File: src/rtl/ewbs_pkg.sv
package ewbs_pkg;

    localparam int ADDR_W   = 23;
    localparam int DATA_W   = 16;
    localparam int BANK_LSB = 15;
    localparam int WAIT_W   = 4;
    localparam int WAIT_MAX = 14;
    localparam int DIV_W    = 2;
    localparam int SPACE_W  = 2;

    localparam logic [WAIT_W-1:0] WAIT_LIMIT = WAIT_W'(WAIT_MAX);

    typedef enum logic [2:0] {
        ST_IDLE,
        ST_BANK,
        ST_LEAD,
        ST_STROBE,
        ST_TRAIL
    } seq_state_e;

    typedef enum logic [SPACE_W-1:0] {
        SP_PROG = 2'b00,
        SP_DATA = 2'b01,
        SP_IO   = 2'b10,
        SP_RSVD = 2'b11
    } space_e;

    typedef struct packed {
        logic [ADDR_W-1:0]  addr;
        logic [DATA_W-1:0]  data;
        logic [SPACE_W-1:0] space;
    } wr_req_t;

    typedef struct packed {
        logic [DIV_W-1:0]  div;
        logic [WAIT_W-1:0] waits;
    } bus_cfg_t;

    function automatic logic [WAIT_W-1:0] clamp_waits(input logic [WAIT_W-1:0] w);
        return (w > WAIT_LIMIT) ? WAIT_LIMIT : w;
    endfunction

    function automatic logic targets_io(input logic [SPACE_W-1:0] s);
        return s == SP_IO;
    endfunction

endpackage

File: src/rtl/ewbs_cfg.sv
module ewbs_cfg
    import ewbs_pkg::*;
(
    input  logic              clk,
    input  logic              rst,
    input  logic              we,
    input  logic [DIV_W-1:0]  div_in,
    input  logic [WAIT_W-1:0] wait_in,
    output bus_cfg_t          cfg
);

    always_ff @(posedge clk) begin
        if (rst) begin
            cfg.div   <= '0;
            cfg.waits <= WAIT_LIMIT;
        end else if (we) begin
            cfg.div   <= div_in;
            cfg.waits <= clamp_waits(wait_in);
        end
    end

endmodule

File: src/rtl/ewbs_phase_div.sv
module ewbs_phase_div #(
    parameter int DIV_W = 2
) (
    input  logic             clk,
    input  logic             rst,
    input  logic             run,
    input  logic [DIV_W-1:0] div_sel,
    output logic             tick
);

    logic [DIV_W-1:0] cnt;

    assign tick = run && (cnt == div_sel);

    always_ff @(posedge clk) begin
        if (rst || !run) begin
            cnt <= '0;
        end else if (tick) begin
            cnt <= '0;
        end else begin
            cnt <= cnt + 1'b1;
        end
    end

endmodule

File: src/rtl/ewbs_bank_track.sv
module ewbs_bank_track #(
    parameter int ADDR_W   = 23,
    parameter int BANK_LSB = 15
) (
    input  logic              clk,
    input  logic              rst,
    input  logic              capture,
    input  logic [ADDR_W-1:0] addr_in,
    output logic              need_switch
);

    localparam int BANK_W = ADDR_W - BANK_LSB;

    logic              valid;
    logic [BANK_W-1:0] last_bank;
    logic [BANK_W-1:0] new_bank;

    assign new_bank    = addr_in[ADDR_W-1:BANK_LSB];
    assign need_switch = !valid || (new_bank != last_bank);

    always_ff @(posedge clk) begin
        if (rst) begin
            valid     <= 1'b0;
            last_bank <= '0;
        end else if (capture) begin
            valid     <= 1'b1;
            last_bank <= new_bank;
        end
    end

endmodule

File: src/rtl/ewbs_seq.sv
module ewbs_seq
    import ewbs_pkg::*;
(
    input  logic             clk,
    input  logic             rst,
    input  logic             req,
    input  wr_req_t          req_in,
    input  bus_cfg_t         cfg,
    input  logic             need_switch,
    input  logic             tick,
    output logic             accept,
    output seq_state_e       state,
    output wr_req_t          cur,
    output logic [DIV_W-1:0] act_div,
    output logic             done
);

    logic [WAIT_W-1:0] act_waits;
    logic [WAIT_W-1:0] wait_cnt;

    assign accept = (state == ST_IDLE) && req;
    assign done   = (state == ST_TRAIL) && tick;

    always_ff @(posedge clk) begin
        if (rst) begin
            state     <= ST_IDLE;
            cur       <= '0;
            act_div   <= '0;
            act_waits <= '0;
            wait_cnt  <= '0;
        end else if (accept) begin
            cur       <= req_in;
            act_div   <= cfg.div;
            act_waits <= cfg.waits;
            wait_cnt  <= '0;
            state     <= need_switch ? ST_BANK : ST_LEAD;
        end else if (tick) begin
            unique case (state)
                ST_BANK:   state <= ST_LEAD;
                ST_LEAD:   state <= ST_STROBE;
                ST_STROBE: begin
                    if (wait_cnt == act_waits) begin
                        state <= ST_TRAIL;
                    end else begin
                        wait_cnt <= wait_cnt + 1'b1;
                    end
                end
                ST_TRAIL:  state <= ST_IDLE;
                default:   state <= ST_IDLE;
            endcase
        end
    end

endmodule

File: src/rtl/ext_wr_seq.sv
module ext_wr_seq
    import ewbs_pkg::*;
(
    input  logic               clk,
    input  logic               rst,
    input  logic               cfg_we,
    input  logic [DIV_W-1:0]   cfg_div,
    input  logic [WAIT_W-1:0]  cfg_wait,
    input  logic               req,
    input  logic [ADDR_W-1:0]  req_addr,
    input  logic [DATA_W-1:0]  req_data,
    input  logic [SPACE_W-1:0] req_space,
    output logic               ack,
    output logic [ADDR_W-1:0]  bus_addr,
    output logic [DATA_W-1:0]  bus_data,
    output logic               bus_rw_n,
    output logic               bus_we_n,
    output logic               bus_mstrb_n,
    output logic               bus_iostrb_n,
    output logic [SPACE_W-1:0] bus_space
);

    bus_cfg_t         cfg;
    wr_req_t          req_in;
    wr_req_t          cur;
    seq_state_e       state;
    logic             accept;
    logic             need_switch;
    logic             tick;
    logic             running;
    logic [DIV_W-1:0] act_div;

    assign req_in.addr  = req_addr;
    assign req_in.data  = req_data;
    assign req_in.space = req_space;
    assign running      = (state != ST_IDLE);

    ewbs_cfg u_cfg (
        .clk     (clk),
        .rst     (rst),
        .we      (cfg_we),
        .div_in  (cfg_div),
        .wait_in (cfg_wait),
        .cfg     (cfg)
    );

    ewbs_bank_track #(
        .ADDR_W   (ADDR_W),
        .BANK_LSB (BANK_LSB)
    ) u_bank (
        .clk         (clk),
        .rst         (rst),
        .capture     (accept),
        .addr_in     (req_addr),
        .need_switch (need_switch)
    );

    ewbs_phase_div #(
        .DIV_W (DIV_W)
    ) u_div (
        .clk     (clk),
        .rst     (rst),
        .run     (running),
        .div_sel (act_div),
        .tick    (tick)
    );

    ewbs_seq u_seq (
        .clk         (clk),
        .rst         (rst),
        .req         (req),
        .req_in      (req_in),
        .cfg         (cfg),
        .need_switch (need_switch),
        .tick        (tick),
        .accept      (accept),
        .state       (state),
        .cur         (cur),
        .act_div     (act_div),
        .done        (ack)
    );

    logic in_write;
    logic strobing;

    assign in_write = (state == ST_LEAD) || (state == ST_STROBE) || (state == ST_TRAIL);
    assign strobing = (state == ST_STROBE);

    assign bus_addr     = cur.addr;
    assign bus_data     = cur.data;
    assign bus_space    = cur.space;
    assign bus_rw_n     = !in_write;
    assign bus_we_n     = !strobing;
    assign bus_mstrb_n  = !(strobing && !targets_io(cur.space));
    assign bus_iostrb_n = !(strobing && targets_io(cur.space));

endmodule

File: config.mk
export PLATFORM = sky130hd
export DESIGN_NAME = ext_wr_seq
export DESIGN_NICKNAME = d
export VERILOG_FILES = /design/src/rtl/ewbs_pkg.sv /design/src/rtl/ewbs_cfg.sv /design/src/rtl/ewbs_phase_div.sv /design/src/rtl/ewbs_bank_track.sv /design/src/rtl/ewbs_seq.sv /design/src/rtl/ext_wr_seq.sv
export SDC_FILE = /design/constraint.sdc
export NUM_CORES = 1
export LEC_CHECK = 0
export ABC_CLOCK_PERIOD_IN_PS = 2000
export BUFFER_PORTS_ARGS = -buffer_cell sky130_fd_sc_hd__buf_2
export CAP_MARGIN = 20
export CORE_ASPECT_RATIO = 1.4
export CORE_UTILIZATION = 45
export CTS_BUF_LIST = sky130_fd_sc_hd__clkbuf_8
export DETAILED_ROUTE_END_ITERATION = 16
export PLACE_DENSITY = 0.74
export SLEW_MARGIN = 20
export SYNTH_ARGS = -nofsm -noshare
export SYNTH_HDL_FRONTEND = slang
export SYNTH_SLANG_ARGS = --single-unit
File: constraint.sdc
create_clock -name clk -period 2 [get_ports clk]
set_input_delay 0.2 -clock clk [delete_from_list [all_inputs] [get_ports clk]]
set_output_delay 0.2 -clock clk [all_outputs]
set_load 0.05 [all_outputs]
Word level (Yosys, flattened, before mapping)
Index checks and enable logic that the tools add are counted.
Word-level totals
  output and inout bits: 46
  bits of input ports: 51
  register bits after elaboration: 71
  logic and storage cells: 54
Operators by class
  $lt $le $gt $ge: 1
  reductions and logical operators: 23
  equality and inequality tests: 9
  add/sub/neg operators: 2
  bitwise gates (word level): 1
  multiplexer cells: 6
Operators with widths (number)
  3-bit 2-to-1 mux: 3
  3-bit case mux with 3 select lines: 1
  8-bit inequality test: 1
  1-bit logical NOT: 7
  3-bit by 2-bit equality test with 1-bit output, second input constant: 2
  1-bit logical AND: 5
  4-bit by 1-bit adder with 4-bit output, second input constant: 1
  4-bit equality test: 1
  4-bit greater-than comparator, second input constant: 1
  1-bit logical OR: 4
  4-bit 2-to-1 mux: 1
  2-bit OR reduction: 2
  3-bit by 1-bit equality test with 1-bit output, second input constant: 1
  3-bit equality test, second input constant: 1
  3-bit logical NOT: 1
  3-bit by 2-bit inequality test with 1-bit output, second input constant: 1
  3-bit AND reduction: 1
  3-bit nonzero test: 1
  2-bit by 1-bit adder with 2-bit output, second input constant: 1
  2-bit equality test: 1
  2-bit equality test, second input constant: 1
  2-bit 2-to-1 mux: 1
  2-bit AND reduction: 1
  2-bit nonzero test: 1
  1-bit inverter: 1

Depth between registers and ports, before layout
Gate-level depths: netlist of the first run.
  word-level depth: 5
  depth in mapped cells: 6

Cells and area by module
Synthesis of the first run repeated with hierarchy kept, for this count alone.
Unflattened totals
  cells, all modules: 337
  area, all modules: 2857.7 um^2
Modules (own cells, without submodules)
  ewbs_seq: cells each 256, instances 1, sequential area each 1081.0 um^2, area each 2058.2 um^2
  ewbs_bank_track: cells each 40, instances 1, sequential area each 180.2 um^2, area each 396.6 um^2
  ewbs_cfg: cells each 20, instances 1, sequential area each 120.1 um^2, area each 242.7 um^2
  ewbs_phase_div: cells each 12, instances 1, sequential area each 40.0 um^2, area each 108.9 um^2
  ext_wr_seq: cells each 9, instances 1, sequential area each 0.0 um^2, area each 51.3 um^2

Worst setup path after synthesis of the first run
OpenSTA, ideal clock, no wires.
  path kind: register to output
  start: register u_seq.cur[1] (netlist name)
  end: output port bus_mstrb_n
  slack: -0.040 ns
  data arrival time: 1.840 ns
  stages on the path, launching flop included: 3
  cells stage by stage: dfxtp_1 -> inv_1 -> o21ai_0
Between the ends
  word-level cells in the longest chain between the ends: 4
RTL lines
  2-bit equality test: line ewbs_pkg.sv:44  | return s == SP_IO;
  1-bit logical NOT: line ext_wr_seq.sv:94  | assign bus_mstrb_n = !(strobing && !targets_io(cur.space));
  1-bit logical AND: line ext_wr_seq.sv:94
  1-bit logical NOT: line ext_wr_seq.sv:94
  end: declaration: line ext_wr_seq.sv:18  | output logic bus_mstrb_n,
No other way between the ends.

Worst setup path after layout of the first run
  start: register u_seq.state[1]
  end: output port bus_iostrb_n
Between the ends
  word-level cells in the longest chain between the ends: 3
RTL lines
  start: declaration: line ewbs_seq.sv:12  | output seq_state_e state,
  start signal: assignment: line ewbs_seq.sv:36  | state <= need_switch ? ST_BANK : ST_LEAD;
  3-bit by 2-bit equality test with 1-bit output: line ext_wr_seq.sv:87  | assign strobing = (state == ST_STROBE);
  1-bit logical AND: line ext_wr_seq.sv:95  | assign bus_iostrb_n = !(strobing && targets_io(cur.space));
  1-bit logical NOT: line ext_wr_seq.sv:95
  end: declaration: line ext_wr_seq.sv:19  | output logic bus_iostrb_n,
No other way between the ends.

==> flow_summary.json, run 1 <==
{
  "critical_path.max_stage_delay_ns": 0.46,
  "mappedNetlistNets": 356,
  "floorplan.rows": 31,
  "fillerInstances": 491,
  "final_core_util_pct": 61.0,
  "core_mm2": 0.00524,
  "timing.critical_path.cells": "and3b_2 -> inv_2 -> or3_1 -> buf_2",
  "routed_wire_length_per_instance_um": 12.0,
  "grt_overflow": 0,
  "final_net_count": 451,
  "hold_buffers": 0,
  "postSynthRegisterBits": 63,
  "clk-insertion-delay-late_ns": 0.33,
  "power.switching_mw": 1.71,
  "combinational_share_of_power_pct": 37.8,
  "clockPowerShare_pct": 23.7,
  "proportion_of_layout_cells_with_a_drive_suffix_above_1_pct": 30.4,
  "ys_types": 33,
  "final_cell_mix": "100 x sky130_fd_sc_hd__nand2_1, 96 x sky130_fd_sc_hd__buf_2, 63 x sky130_fd_sc_hd__dfxtp_1, 53 x sky130_fd_sc_hd__a21oi_1, 13 x sky130_fd_sc_hd__xor2_1",
  "finalSetupTns_ns": 0,
  "place.port_buffers": 96,
  "cts_buffers": 9,
  "per_cell_via_count_in_the_routed_design": 5.01,
  "wire_length_of_the_first_global_routing_pass_um": 9490,
  "synthCells": 304,
  "syn_to_final_growth_pct": 29.0,
  "final-max-slew-violation-count": 0,
  "finalHoldViolCount": 0,
  "fmaxAchievable_mhz": 534,
  "cts_tree": "yes",
  "place_worst_setup_slack_ns": 0.266,
  "yosys_warnings": 0,
  "floorplan.io_pins": 97,
  "dpl_cell_area_mm2": 0.00302,
  "power.leakage_nw": 1.48,
  "start_util_pct": 47.3,
  "dieArea_mm2": 0.00581,
  "cts_max_path_buffers": 2,
  "drt_wl_total_um": 5650,
  "detail_route.drc_violations": 0,
  "via_count_of_the_first_global_routing_pass": 2224,
  "status": "finished, final reports clean",
  "drt-pass1-iter-count": 4,
  "syn_avg_cell_area_um2": 8.15,
  "arrival_ns": 1.67,
  "antenna_cells_inserted": 0,
  "slew-limit-headroom_pct": 54.2,
  "post-dp-hpwl_um": 4030,
  "drt_iter0_markers": 96,
  "cts.sinks": 63,
  "routed-via-count": 2354,
  "worst_hold_path_type": "primary input to register",
  "crit_family": "simple AND/OR/NAND/NOR gates",
  "critical-path-slowest-cell": "sky130_fd_sc_hd__dfxtp_1",
  "internal_power_mw": 2.37,
  "floorplan_die_width_um": 64.7,
  "final_common_cell": "sky130_fd_sc_hd__nand2_1",
  "htreeDepth": 3,
  "yosysSeqAreaShare_pct": 50.9,
  "final_critical_path_setup_slack_ns": 0.127,
  "cts.clk_slew.worst_paths_ns": 0.07,
  "grt_antenna_before_repair": 0,
  "pin_count_of_the_biggest_net_entering_global_routing": 29,
  "worst_slew_pin_slew_ns": 0.680,
  "cp_data_required_time_ns": 1.80,
  "switching_share_pct": 42.0,
  "timing.clock.skew_ns": 0.00761,
  "place.gp.congestion": 0.793,
  "power.sequential.fraction_pct": 38.5,
  "critPathKind": "register to output port",
  "period_share_pct": 93.6,
  "critical_path_buf_inv_count": 2,
  "dieHeight_um": 89.8,
  "finalInstanceArea_mm2": 0.00319,
  "path_max_fanout": 8,
  "cp-end-kind": "output port",
  "cts_root_buffer": "sky130_fd_sc_hd__clkbuf_8",
  "detail-route-antenna-nets": 0,
  "max_cap_viol_count": 0,
  "total_global_route_track_usage_pct": 21.1,
  "setup_violations": 0,
  "period_needed_ns": 1.87,
  "p_per_area_mw_per_mm2": 1280,
  "irDropWorstVdd_uv": 628,
  "rsz0062_at_grt": "no",
  "post_synth_instance_area_mm2": 0.00248,
  "element_type_at_the_critical_path_start": "register"
}
sequential cells by signal, summed over array words and instances (netlist names):
name and flops:
u_seq.state 3, u_bank.last_bank 8, u_seq.act_waits 4, u_bank.valid 1
u_seq.act_div 2, u_seq.cur 33, u_div.cnt 2, u_cfg.cfg 6
u_seq.wait_cnt 4
per-layer routing:
metal  global-route usage (%)  up-vias  routed length, um
li1                         -     1204                  -
met1                     24.1     1078               2390
met2                     34.1       59               2820
met3                     5.33       13                285
met4                     13.9        0                150
met5                        0        -                  0
synthesized netlist by cell type (all sizes together):
master / number / area, um^2
a2111oi: 1 / 8.76
a21oi: 53 / 265
a221o: 1 / 10.0
a41oi: 1 / 8.76
and2: 1 / 6.26
and3: 1 / 6.26
and3b: 1 / 8.76
buf: 3 / 15.0
clkbuf: 16 / 60.1
clkinv: 1 / 3.75
dfxtp: 63 / 1260
ha: 1 / 12.5
inv: 3 / 11.3
mux2i: 6 / 60.1
nand2: 100 / 375
nand2b: 1 / 6.26
nand3: 4 / 20.0
nor2: 7 / 26.3
nor3: 4 / 25.0
nor4: 3 / 18.8
o211ai: 3 / 22.5
o21ai: 5 / 25.0
o221a: 1 / 11.3
o31ai: 2 / 15.0
o41a: 1 / 11.3
o41ai: 1 / 16.3
or3: 3 / 18.8
or4: 2 / 15.0
xnor2: 2 / 17.5
xor2: 13 / 114
path summary, 6_finish.rpt:
path	depth (start not counted)	startpoint	endpoint	slack (ns)
max	4	u_seq.state[1]$_SDFFE_PP0P_	bus_iostrb_n	0.13
min	3	req_data[4]	u_seq.cur[6]$_SDFFE_PP0P_	0.10
max reg2reg	4	u_seq.state[2]$_SDFFE_PP0P_	u_seq.wait_cnt[3]$_SDFFE_PP0P_	0.24
min reg2reg	2	u_cfg.cfg[1]$_SDFFE_PP1P_	u_seq.act_waits[1]$_SDFFE_PP0P_	0.45
cells by family after synthesis:
| logic type | synth area share [%] |
|---|---|
| compound gates | 15.9 |
| fa+ha+maj | 0.505 |
| mux | 2.43 |
| simple gates | 21.3 |
| xor+xnor | 5.31 |
| flops | 50.9 |
| buf+inv | 3.64 |
worst register-to-register path, cell delays in order, from the launching register on:
cell and delay (ns):
sky130_fd_sc_hd__dfxtp_1 0.46, sky130_fd_sc_hd__nor3_2 0.12, sky130_fd_sc_hd__or3_1 0.46, sky130_fd_sc_hd__or4_1 0.51, sky130_fd_sc_hd__a21oi_1 0.14
stage by stage:
step	std cells	total power, mW	hold slack [ns]
5_1_grt	470	4.35	0.0859
3_5_place_dp	454	3.15	0.441
4_1_cts	470	4.13	0.0864
6_report	470	4.08	0.103
2_1_floorplan	304	2.77	0.328
3_3_place_gp	454	3.12	0.429
layout make-up:
class                      count  area (um^2)  share of cell area, %
sequential                    63         1260                   39.5
tap                           66         82.6                   2.59
multi-input combinational    218         1130                   35.3
clock buffer                  11          151                   4.74
timing repair buffer         103          533                   16.7
inverter                       4         15.0                  0.470
clock inverter                 5         23.8                  0.744
what timing repair did:
item | 4_1_cts | 5_1_grt
setup endpoints to repair | 0 | 1
gates resized for setup | 0 | 1
buffers inserted | 0 | 0
power groups by stage:
stage	Combinational, mW	Sequential [mW]	Clock (mW)
2_1_floorplan	0.721	2.05	0
3_3_place_gp	1.53	1.59	0
3_5_place_dp	1.55	1.60	0
4_1_cts	1.56	1.57	0.997
5_1_grt	1.69	1.60	1.07
6_report	1.54	1.57	0.967
No activity file was read; power rests on OpenSTA's default activity.
==> run 2, diff against run 1 <==
--- a/config.mk
+++ b/config.mk
@@ -6,13 +6,13 @@
 export NUM_CORES = 1
 export LEC_CHECK = 0
 export ABC_CLOCK_PERIOD_IN_PS = 2000
-export BUFFER_PORTS_ARGS = -buffer_cell sky130_fd_sc_hd__buf_2
 export CAP_MARGIN = 20
 export CORE_ASPECT_RATIO = 1.4
 export CORE_UTILIZATION = 45
 export CTS_BUF_LIST = sky130_fd_sc_hd__clkbuf_8
 export DETAILED_ROUTE_END_ITERATION = 16
-export PLACE_DENSITY = 0.74
+export DONT_BUFFER_PORTS = 1
+export PLACE_DENSITY = 0.59
 export SLEW_MARGIN = 20
 export SYNTH_ARGS = -nofsm -noshare
 export SYNTH_HDL_FRONTEND = slang
==> run 2 against run 1 <==
Effect of this change: total power increased by 2.2%; routed wire length increased by 9.4%; critical endpoint unchanged; non-clock buffer count decreased by 39; global-route usage increased by 1.5 points; cell count decreased by 8.3%.
==> flow_summary.json, run 2 (same netlist as run 1, synthesis figures left out) <==
{
  "status": "finished, final reports clean",
  "reg_to_reg_startpoint": "u_seq.state[2]$_SDFFE_PP0P_",
  "regArea_mm2": 0.00126,
  "crit_family": "simple AND/OR/NAND/NOR gates",
  "drt-pass1-iter-count": 4,
  "grt_util_met2_pct": 39.6,
  "period_share_pct": 96.5,
  "cts_root_buffer": "sky130_fd_sc_hd__clkbuf_8",
  "setup_violations": 0,
  "worst_hold_path_type": "primary input to register",
  "final.hold.worst_slack_ns": 0.0100,
  "detail-route-antenna-nets": 0,
  "top_register": "u_seq.cur",
  "critical-path-slowest-cell": "sky130_fd_sc_hd__or3_1",
  "cts_tree": "yes",
  "grtUsageMet3_pct": 6.35,
  "final_common_cell": "sky130_fd_sc_hd__nand2_1",
  "proportion_of_layout_cells_with_a_drive_suffix_above_1_pct": 10.1,
  "fmaxAchievable_mhz": 518,
  "dieHeight_um": 89.8,
  "largest_register_ffs": 33,
  "path_max_fanout": 8,
  "place.gp.congestion": 0.770,
  "rsz0062_at_grt": "no",
  "number_of_gates_resized_after_cts": 0,
  "grt_overflow": 0,
  "core_mm2": 0.00524,
  "largestRegisters": "u_seq.cur (33), u_bank.last_bank (8), u_cfg.cfg (6)",
  "final_core_util_pct": 62.7,
  "cts_max_path_buffers": 2,
  "worstHoldStart": "cfg_div[0]",
  "finalSetupTns_ns": 0,
  "critical_path.max_stage_delay_ns": 0.54,
  "dieArea_mm2": 0.00581,
  "via_count_of_the_first_global_routing_pass": 2239,
  "floorplan_die_width_um": 64.7,
  "grt_antenna_before_repair": 0,
  "cts.clk_slew.worst_paths_ns": 0.06,
  "routed_wire_length_per_instance_um": 14.3,
  "multi_input_area_mm2": 0.00113,
  "htreeDepth": 3,
  "clk-insertion-delay-late_ns": 0.35,
  "total_global_route_track_usage_pct": 22.6,
  "post-dp-hpwl_um": 3820,
  "per_cell_via_count_in_the_routed_design": 5.15,
  "p_per_area_mw_per_mm2": 1270,
  "finalHoldViolCount": 0,
  "holdPathEnd": "u_cfg.cfg[4]$_SDFFE_PP0P_",
  "worst_slew_pin_slew_ns": 0.741,
  "finalInstanceArea_mm2": 0.00328,
  "final-max-slew-violation-count": 0,
  "max_cap_viol_count": 0,
  "dpl_cell_area_mm2": 0.00262,
  "cts.sinks": 63,
  "syn_to_final_growth_pct": 32.5,
  "floorplan.rows": 31,
  "wire_length_of_the_first_global_routing_pass_um": 10100,
  "place.port_buffers": 0,
  "pin_count_of_the_biggest_net_entering_global_routing": 55,
  "grt_busiest_layer": "met2",
  "critical_path_buf_inv_count": 1,
  "cp-end-kind": "output port",
  "final_cell_mix": "100 x sky130_fd_sc_hd__nand2_1, 63 x sky130_fd_sc_hd__dfxtp_1, 53 x sky130_fd_sc_hd__a21oi_1, 45 x sky130_fd_sc_hd__dlygate4sd3_1, 18 x sky130_fd_sc_hd__buf_4",
  "timing.hold.worst_path_depth": 2,
  "regToRegEndpoint": "u_seq.wait_cnt[3]$_SDFFE_PP0P_",
  "cp_data_required_time_ns": 1.80,
  "timing.critical_path.cells": "and3b_1 -> inv_2 -> or3_1",
  "drt_wl_total_um": 6180,
  "timing.clock.skew_ns": 0.00548,
  "cts_buffers": 9,
  "fillerInstances": 476,
  "rrSetupSlack_ns": 0.24,
  "detail_route.drc_violations": 0,
  "period_needed_ns": 1.93,
  "arrival_ns": 1.73,
  "setup_fix_bufs_post_cts": 0,
  "gr-usage-met1_pct": 24.1,
  "slew-limit-headroom_pct": 50.1,
  "routed-via-count": 2220,
  "drt_iter0_markers": 89,
  "start_util_pct": 47.3,
  "final_net_count": 412,
  "antenna_cells_inserted": 0,
  "worst-r2r-cell-count": 4,
  "power.leakage_nw": 1.32,
  "element_type_at_the_critical_path_start": "register",
  "irDropWorstVdd_uv": 785,
  "floorplan.io_pins": 97,
  "critPathKind": "register to output port"
}
[run 2: repair_timing]
action                     4_1_cts  5_1_grt
setup endpoints to repair        0        0
hold buffers                    46        0
hold endpoints to repair        57        0
[run 2: cell type report]
cell class | count | area share [%]
clock buffers | 10 | 4.20
clock inverters | 6 | 1.60
inverters | 4 | 0.458
multi-input cells | 218 | 34.3
flip-flops and latches | 63 | 38.4
well taps | 66 | 2.52
repair buffers | 64 | 18.5
[run 2: how the worst max path moves through the flow]
| stage | start | end | slack (ns) | cells after the start |
|---|---|---|---|---|
| floorplan | u_seq.cur[1]$_SDFFE_PP0P_ | bus_mstrb_n | 0.33 | 2 |
| global placement | u_seq.act_div[1]$_SDFFE_PP0P_ | u_seq.wait_cnt[3]$_SDFFE_PP0P_ | 0.30 | 4 |
| detailed placement | u_seq.state[1]$_SDFFE_PP0P_ | u_seq.wait_cnt[3]$_SDFFE_PP0P_ | 0.28 | 4 |
| CTS | u_seq.state[1]$_SDFFE_PP0P_ | bus_iostrb_n | 0.06 | 3 |
| global route | u_seq.state[0]$_SDFFE_PP0P_ | bus_iostrb_n | 0.008 | 3 |
| finish | u_seq.state[1]$_SDFFE_PP0P_ | bus_iostrb_n | 0.07 | 3 |
[run 2: layer usage]
| metal | share of wire [%] | vias up |
|---|---|---|
| met5 | 0 | - |
| met4 | 2.0 | 0 |
| met3 | 5.4 | 12 |
| met2 | 51 | 59 |
| met1 | 41 | 1022 |
| li1 | - | 1127 |
[run 2: stage by stage]
stage / setup slack (ns) / total power, mW / std cells
global placement: 0.301 / 3.02 / 369
CTS: 0.0629 / 4.19 / 431
global route: 0.00819 / 4.38 / 431
detailed placement: 0.280 / 3.04 / 369
finish: 0.0701 / 4.17 / 431
floorplan: 0.335 / 2.77 / 304
[run 2: report_power, final]
| group | internal (mW) | leakage [nW] | switching [mW] |
|---|---|---|---|
| clock | 0.593 | 0.108 | 0.475 |
| combinational | 0.408 | 0.695 | 0.757 |
| sequential | 1.44 | 0.516 | 0.492 |
| total | 2.44 | 1.32 | 1.72 |
